`src/rtl/strap_cfg_pkg.sv`:
```
package strap_cfg_pkg;
    localparam int FSEL_W   = 3;
    localparam int NUM_FREQ = 1 << FSEL_W;
    localparam int STRAP_W  = FSEL_W + 2;
    localparam int SHARED_W = 2;

    typedef struct packed {
        logic              cpu_2v5;
        logic              desktop;
        logic [FSEL_W-1:0] fsel;
    } strap_t;

    typedef struct packed {
        logic active;
        logic down;
        logic center;
    } spread_t;

    function automatic spread_t decode_spread(input logic en_n, input logic typ);
        spread_t s;
        s.active = ~en_n;
        s.down   = ~en_n & typ;
        s.center = ~en_n & ~typ;
        return s;
    endfunction

    function automatic logic [NUM_FREQ-1:0] fsel_onehot(input logic [FSEL_W-1:0] f);
        logic [NUM_FREQ-1:0] v;
        v = '0;
        for (int k = 0; k < NUM_FREQ; k++) begin
            if (f == FSEL_W'(k)) v[k] = 1'b1;
        end
        return v;
    endfunction
endpackage

```
`src/rtl/strap_latch.sv`:
```
module strap_latch
    import strap_cfg_pkg::*;
(
    input  logic   clk,
    input  logic   rst,
    input  strap_t pins_in,
    output strap_t cap_q,
    output logic   drive_en
);
    always_ff @(posedge clk) begin
        if (rst) begin
            cap_q    <= pins_in;
            drive_en <= 1'b0;
        end else begin
            drive_en <= 1'b1;
        end
    end

    AST_DRIVE_AFTER_RELEASE: assert property (@(posedge clk) disable iff (rst)
        1'b1 |=> drive_en);

    AST_CAPTURE_FROZEN: assert property (@(posedge clk) disable iff (rst)
        1'b1 |=> $stable(cap_q));
endmodule

```
`src/rtl/stop_sync.sv`:
```
module stop_sync #(
    parameter int CH     = 2,
    parameter int STAGES = 2
) (
    input  logic          clk,
    input  logic          rst,
    input  logic [CH-1:0] async_n,
    output logic [CH-1:0] sync_n
);
    localparam int LAST = STAGES - 1;

    for (genvar c = 0; c < CH; c++) begin : g_ch
        logic [STAGES-1:0] sr;
        always_ff @(posedge clk) begin
            if (rst) sr <= '1;
            else     sr <= {sr[STAGES-2:0], async_n[c]};
        end
        assign sync_n[c] = sr[LAST];
    end
endmodule

```
`src/rtl/strap_capture_ctrl.sv`:
```
module strap_capture_ctrl
    import strap_cfg_pkg::*;
(
    input  logic                clk,
    input  logic                rst,
    input  logic [STRAP_W-1:0]  strap_in,
    input  logic [SHARED_W-1:0] shared_in,
    input  logic                ss_en_n,
    input  logic                ss_type,
    output logic [STRAP_W-1:0]  strap_oe,
    output logic [SHARED_W-1:0] shared_oe,
    output logic [FSEL_W-1:0]   cfg_fsel,
    output logic [NUM_FREQ-1:0] freq_sel,
    output logic                desktop_mode,
    output logic                cpu_2v5,
    output logic                cpu_stop_n,
    output logic                pci_stop_n,
    output logic                ss_active,
    output logic                ss_down,
    output logic                ss_center
);
    strap_t                cap;
    logic                  drive_en;
    logic [SHARED_W-1:0]   stop_sync_n;
    spread_t               spread;

    strap_latch u_latch (
        .clk      (clk),
        .rst      (rst),
        .pins_in  (strap_t'(strap_in)),
        .cap_q    (cap),
        .drive_en (drive_en)
    );

    stop_sync #(.CH(SHARED_W), .STAGES(2)) u_sync (
        .clk     (clk),
        .rst     (rst),
        .async_n (shared_in),
        .sync_n  (stop_sync_n)
    );

    always_comb begin
        strap_oe     = {STRAP_W{drive_en}};
        shared_oe    = {SHARED_W{drive_en & cap.desktop}};
        cfg_fsel     = cap.fsel;
        freq_sel     = fsel_onehot(cap.fsel);
        desktop_mode = cap.desktop;
        cpu_2v5      = cap.cpu_2v5;
        cpu_stop_n   = cap.desktop | stop_sync_n[0];
        pci_stop_n   = cap.desktop | stop_sync_n[1];
        spread       = decode_spread(ss_en_n, ss_type);
        ss_active    = spread.active;
        ss_down      = spread.down;
        ss_center    = spread.center;
    end

    AST_SHARED_DRIVE_NO_STOP: assert property (@(posedge clk) disable iff (rst)
        (shared_oe != '0) |-> (cpu_stop_n && pci_stop_n));

    AST_FREQ_ONEHOT: assert property (@(posedge clk) disable iff (rst)
        $countones(freq_sel) == 1);

    AST_SPREAD_EXCLUSIVE: assert property (@(posedge clk) disable iff (rst)
        !(ss_down && ss_center));
endmodule

```
`config.mk`:
```
export PLATFORM = sky130hd
export DESIGN_NAME = strap_capture_ctrl
export DESIGN_NICKNAME = d
export VERILOG_FILES = /design/src/rtl/strap_cfg_pkg.sv /design/src/rtl/strap_latch.sv /design/src/rtl/stop_sync.sv /design/src/rtl/strap_capture_ctrl.sv
export SDC_FILE = /design/constraint.sdc
export NUM_CORES = 1
export LEC_CHECK = 0
export ABC_CLOCK_PERIOD_IN_PS = 1300
export CORE_MARGIN = 2
export CORE_UTILIZATION = 30
export CTS_CLUSTER_DIAMETER = 120
export DETAILED_ROUTE_END_ITERATION = 10
export PLACE_DENSITY = 0.76
export SLEW_MARGIN = 20
export SYNTH_ARGS = -nofsm -noshare
export SYNTH_HDL_FRONTEND = slang
export SYNTH_SLANG_ARGS = --single-unit
```
`constraint.sdc`:
```
create_clock -name clk -period 1.3 [get_ports clk]
set_clock_uncertainty 0.15 [all_clocks]
set_input_delay 0.26 -clock clk [delete_from_list [all_inputs] [get_ports clk]]
set_output_delay 0.26 -clock clk [all_outputs]
set_load 0.01 [all_outputs]
```
==> flow_metrics.py <==
metrics = {
    "floorplan": {
        "core_region_area_sq_um": 1300,
        "die_x_um": 41.5,
        "io_pins": 36,
        "die_h_um": 41.5,
        "die_area_sq_um": 1720,
        "initial_core_util": 0.324,
        "rows": 13,
    },
    "global_routing": {
        "grt_pass1_vias": 371,
        "gr-total-overflow": 0,
        "grt_max_degree": 11,
        "grtUsageTotal": 0.115,
        "grt_pass1_wl_um": 1490,
        "antenna_found_initial": 0,
    },
    "critical_path": {
        "worst-path-max-fanout": 3,
        "cp.arrival_ps": 1200,
        "worst-setup-path-type": "flop to output port",
        "cp.required_ps": 890,
        "cp-end-kind": "output port",
        "cp-start-kind": "flop",
    },
    "drt": {
        "viasPerCell": 4.26,
        "first_pass_iters": 1,
        "drc_errors": 0,
        "drt_iter0_markers": 0,
        "via_count": 400,
        "ant_nets": 0,
        "wl_um": 957,
        "wl_per_cell_um": 10.2,
    },
    "synthesis": {
        "syn_area_sq_um": 422,
        "synth_flop_cell": "edfxtp_1",
        "synth-edff-count": 5,
        "synth_top_area_frac": 0.356,
        "synth_commonest_cells": "buf_4, or2_2, dfxtp_1, edfxtp_1",
        "async_flop_share": 0,
        "ys_top_cells_by_area": "edfxtp_1, dfxtp_1, buf_4",
        "ys_seq_elements": 10,
        "ys.warnings.count": 0,
        "avgSynthCellArea_sq_um": 12.0,
        "synth_cells": 35,
        "synth_nets": 46,
        "synth.largest_area_cell": "edfxtp_1",
        "ys_types": 12,
        "synth-seq-area-share": 0.593,
    },
    "place": {
        "routabilityCongestion": 0.683,
        "placed_cells": 81,
        "postPlaceCellArea_sq_um": 761,
        "io_buffers": 35,
        "dpl.hpwl_um": 629,
    },
    "sta": {
        "hold_viol": 0,
        "layout_min_cycle_time_ps": 1610,
        "grt_setup_unrepaired": "yes",
        "relSlewSlack": 0.785,
        "fmax_ghz": 0.622,
        "fin_crit_sh": 1.24,
        "slew_viol_final": 0,
        "tightest_slew_ps": 321,
        "layout_setup_ws_ps": -309,
        "finalSetupViolCount": 16,
    },
    "status": {
        "violations": "setup timing",
        "status": "finished with violations",
    },
    "layout": {
        "area.growth.synth_to_final_pct": 105,
        "stdcell_area_sq_um": 865,
        "stdcell_count": 94,
        "drive_gt1_frac": 0.684,
        "diodes": 0,
        "nets": 91,
        "fillCellCount": 129,
    },
    "power": {
        "p_comb_frac": 0.256,
        "seq_power_share": 0.425,
        "power.internal_mw": 0.663,
        "switchingPower_mw": 0.197,
        "switching_share": 0.229,
        "clkPwrFrac": 0.320,
        "peakVddDrop_mv": 0.626,
        "powerDensity_nw_per_um2": 994,
        "p_leak_nw": 0.416,
    },
    "clocking": {
        "clk_path_buf_depth": 2,
        "clk_pin_slew_ps": 60,
        "insertion_delay_ps": 270,
        "cts_sinks": 10,
        "htreeDepth": 1,
        "clockRootBuffer": "clkbuf_4",
        "cts_hold_buf": 0,
        "cts_buffers": 3,
        "tritoncts": "done",
    },
    "worst_hold_path": {
        "hp-class": "flop to flop",
    },
    "job": {
        "drv_cap": 0,
    },
}
==> state kept, by name, indices dropped and copies added, names as in the netlist <==
| name | cells |
|---|---|
| u_latch.cap_q | 5 |
| u_sync.g_ch.sr | 4 |
| u_latch.drive_en | 1 |
==> worst max-delay path, cell delays in order, from the launching register on <==
cell	delay, ps
edfxtp_1	420
buf_6	150
buf_6	100
nor3b_2	140
buf_2	130
==> final timing paths <==
kind / slack, ps / endpoint / cells past startpoint / startpoint
max: -310 / freq_sel[4] / 4 / u_latch.cap_q[2]$_DFFE_PP_
min: 270 / u_sync.g_ch[1].sr[1]$_SDFF_PP1_ / 1 / u_sync.g_ch[1].sr[0]$_SDFF_PP1_
max reg2reg: 490 / u_sync.g_ch[0].sr[1]$_SDFF_PP1_ / 1 / u_sync.g_ch[0].sr[0]$_SDFF_PP1_
min reg2reg: 270 / u_sync.g_ch[1].sr[1]$_SDFF_PP1_ / 1 / u_sync.g_ch[1].sr[0]$_SDFF_PP1_
==> cell type report <==
class                           count  area, sq um  share of cell area
Clock buffer                        4         36.3              0.0420
Inverter                            2         7.51             0.00868
Multi-Input combinational cell     17          146               0.169
Sequential cell                    10          251               0.291
Tap cell                           15         18.8              0.0217
Timing Repair Buffer               46          404               0.467
==> power by group through the flow <==
stage               Combinational, mW  Clock, mW  Sequential [mW]
floorplan                      0.0569          0            0.382
global placement                0.178          0            0.376
detailed placement              0.180          0            0.378
CTS                             0.211      0.282            0.364
global route                    0.235      0.302            0.368
finish                          0.220      0.275            0.365
==> routing by layer <==
metal	track usage	vias up	routed length (um)
met4	0.0968	0	29
li1	-	198	-
met1	0.115	169	365
met5	0	-	0
met2	0.191	30	460
met3	0.0348	3	101
==> logic make-up (layout without fill, tap and decap cells) <==
family | count (synthesis) | in the layout | share of synthesized area
AND/OR/NAND/NOR | 17 | 17 | 0.282
buffers and inverters | 8 | 52 | 0.125
flip-flops | 10 | 10 | 0.593
==> metrics by stage <==
stage                      util  power [mW]  hold WS [ps]  TNS [ps]  worst slack [ps]
final                     0.664       0.860           266     -3370              -309
after floorplan               -       0.439           167         0              33.9
after detailed placement  0.585       0.558           251     -7390              -498
after global placement    0.585       0.554           243     -7090              -495
after global routing      0.664       0.905           274     -4240              -373
after CTS                 0.650       0.857           268     -3400              -301
==> cell usage in the layout (no fill, tap or decap), drive strengths merged <==
cell | synthesis | final
dlygate4sd2 | 0 | 4
inv | 2 | 2
clkdlybuf4s50 | 0 | 8
and3b | 3 | 3
nor3 | 1 | 1
clkbuf | 0 | 5
dfxtp | 5 | 5
and3 | 1 | 1
nor2 | 1 | 1
nor3b | 3 | 3
or2 | 6 | 6
buf | 6 | 33
and2 | 1 | 1
edfxtp | 5 | 5
nor2b | 1 | 1
==> timing repair <==
action                                  in CTS  in global routing
cloned                                       0                  0
resized for setup                          117                  5
endpoints found under the setup margin      25                 17
pin swaps                                    5                  2
setup buffers                                9                  0
Note: power is estimated with default switching activity, not from simulation.
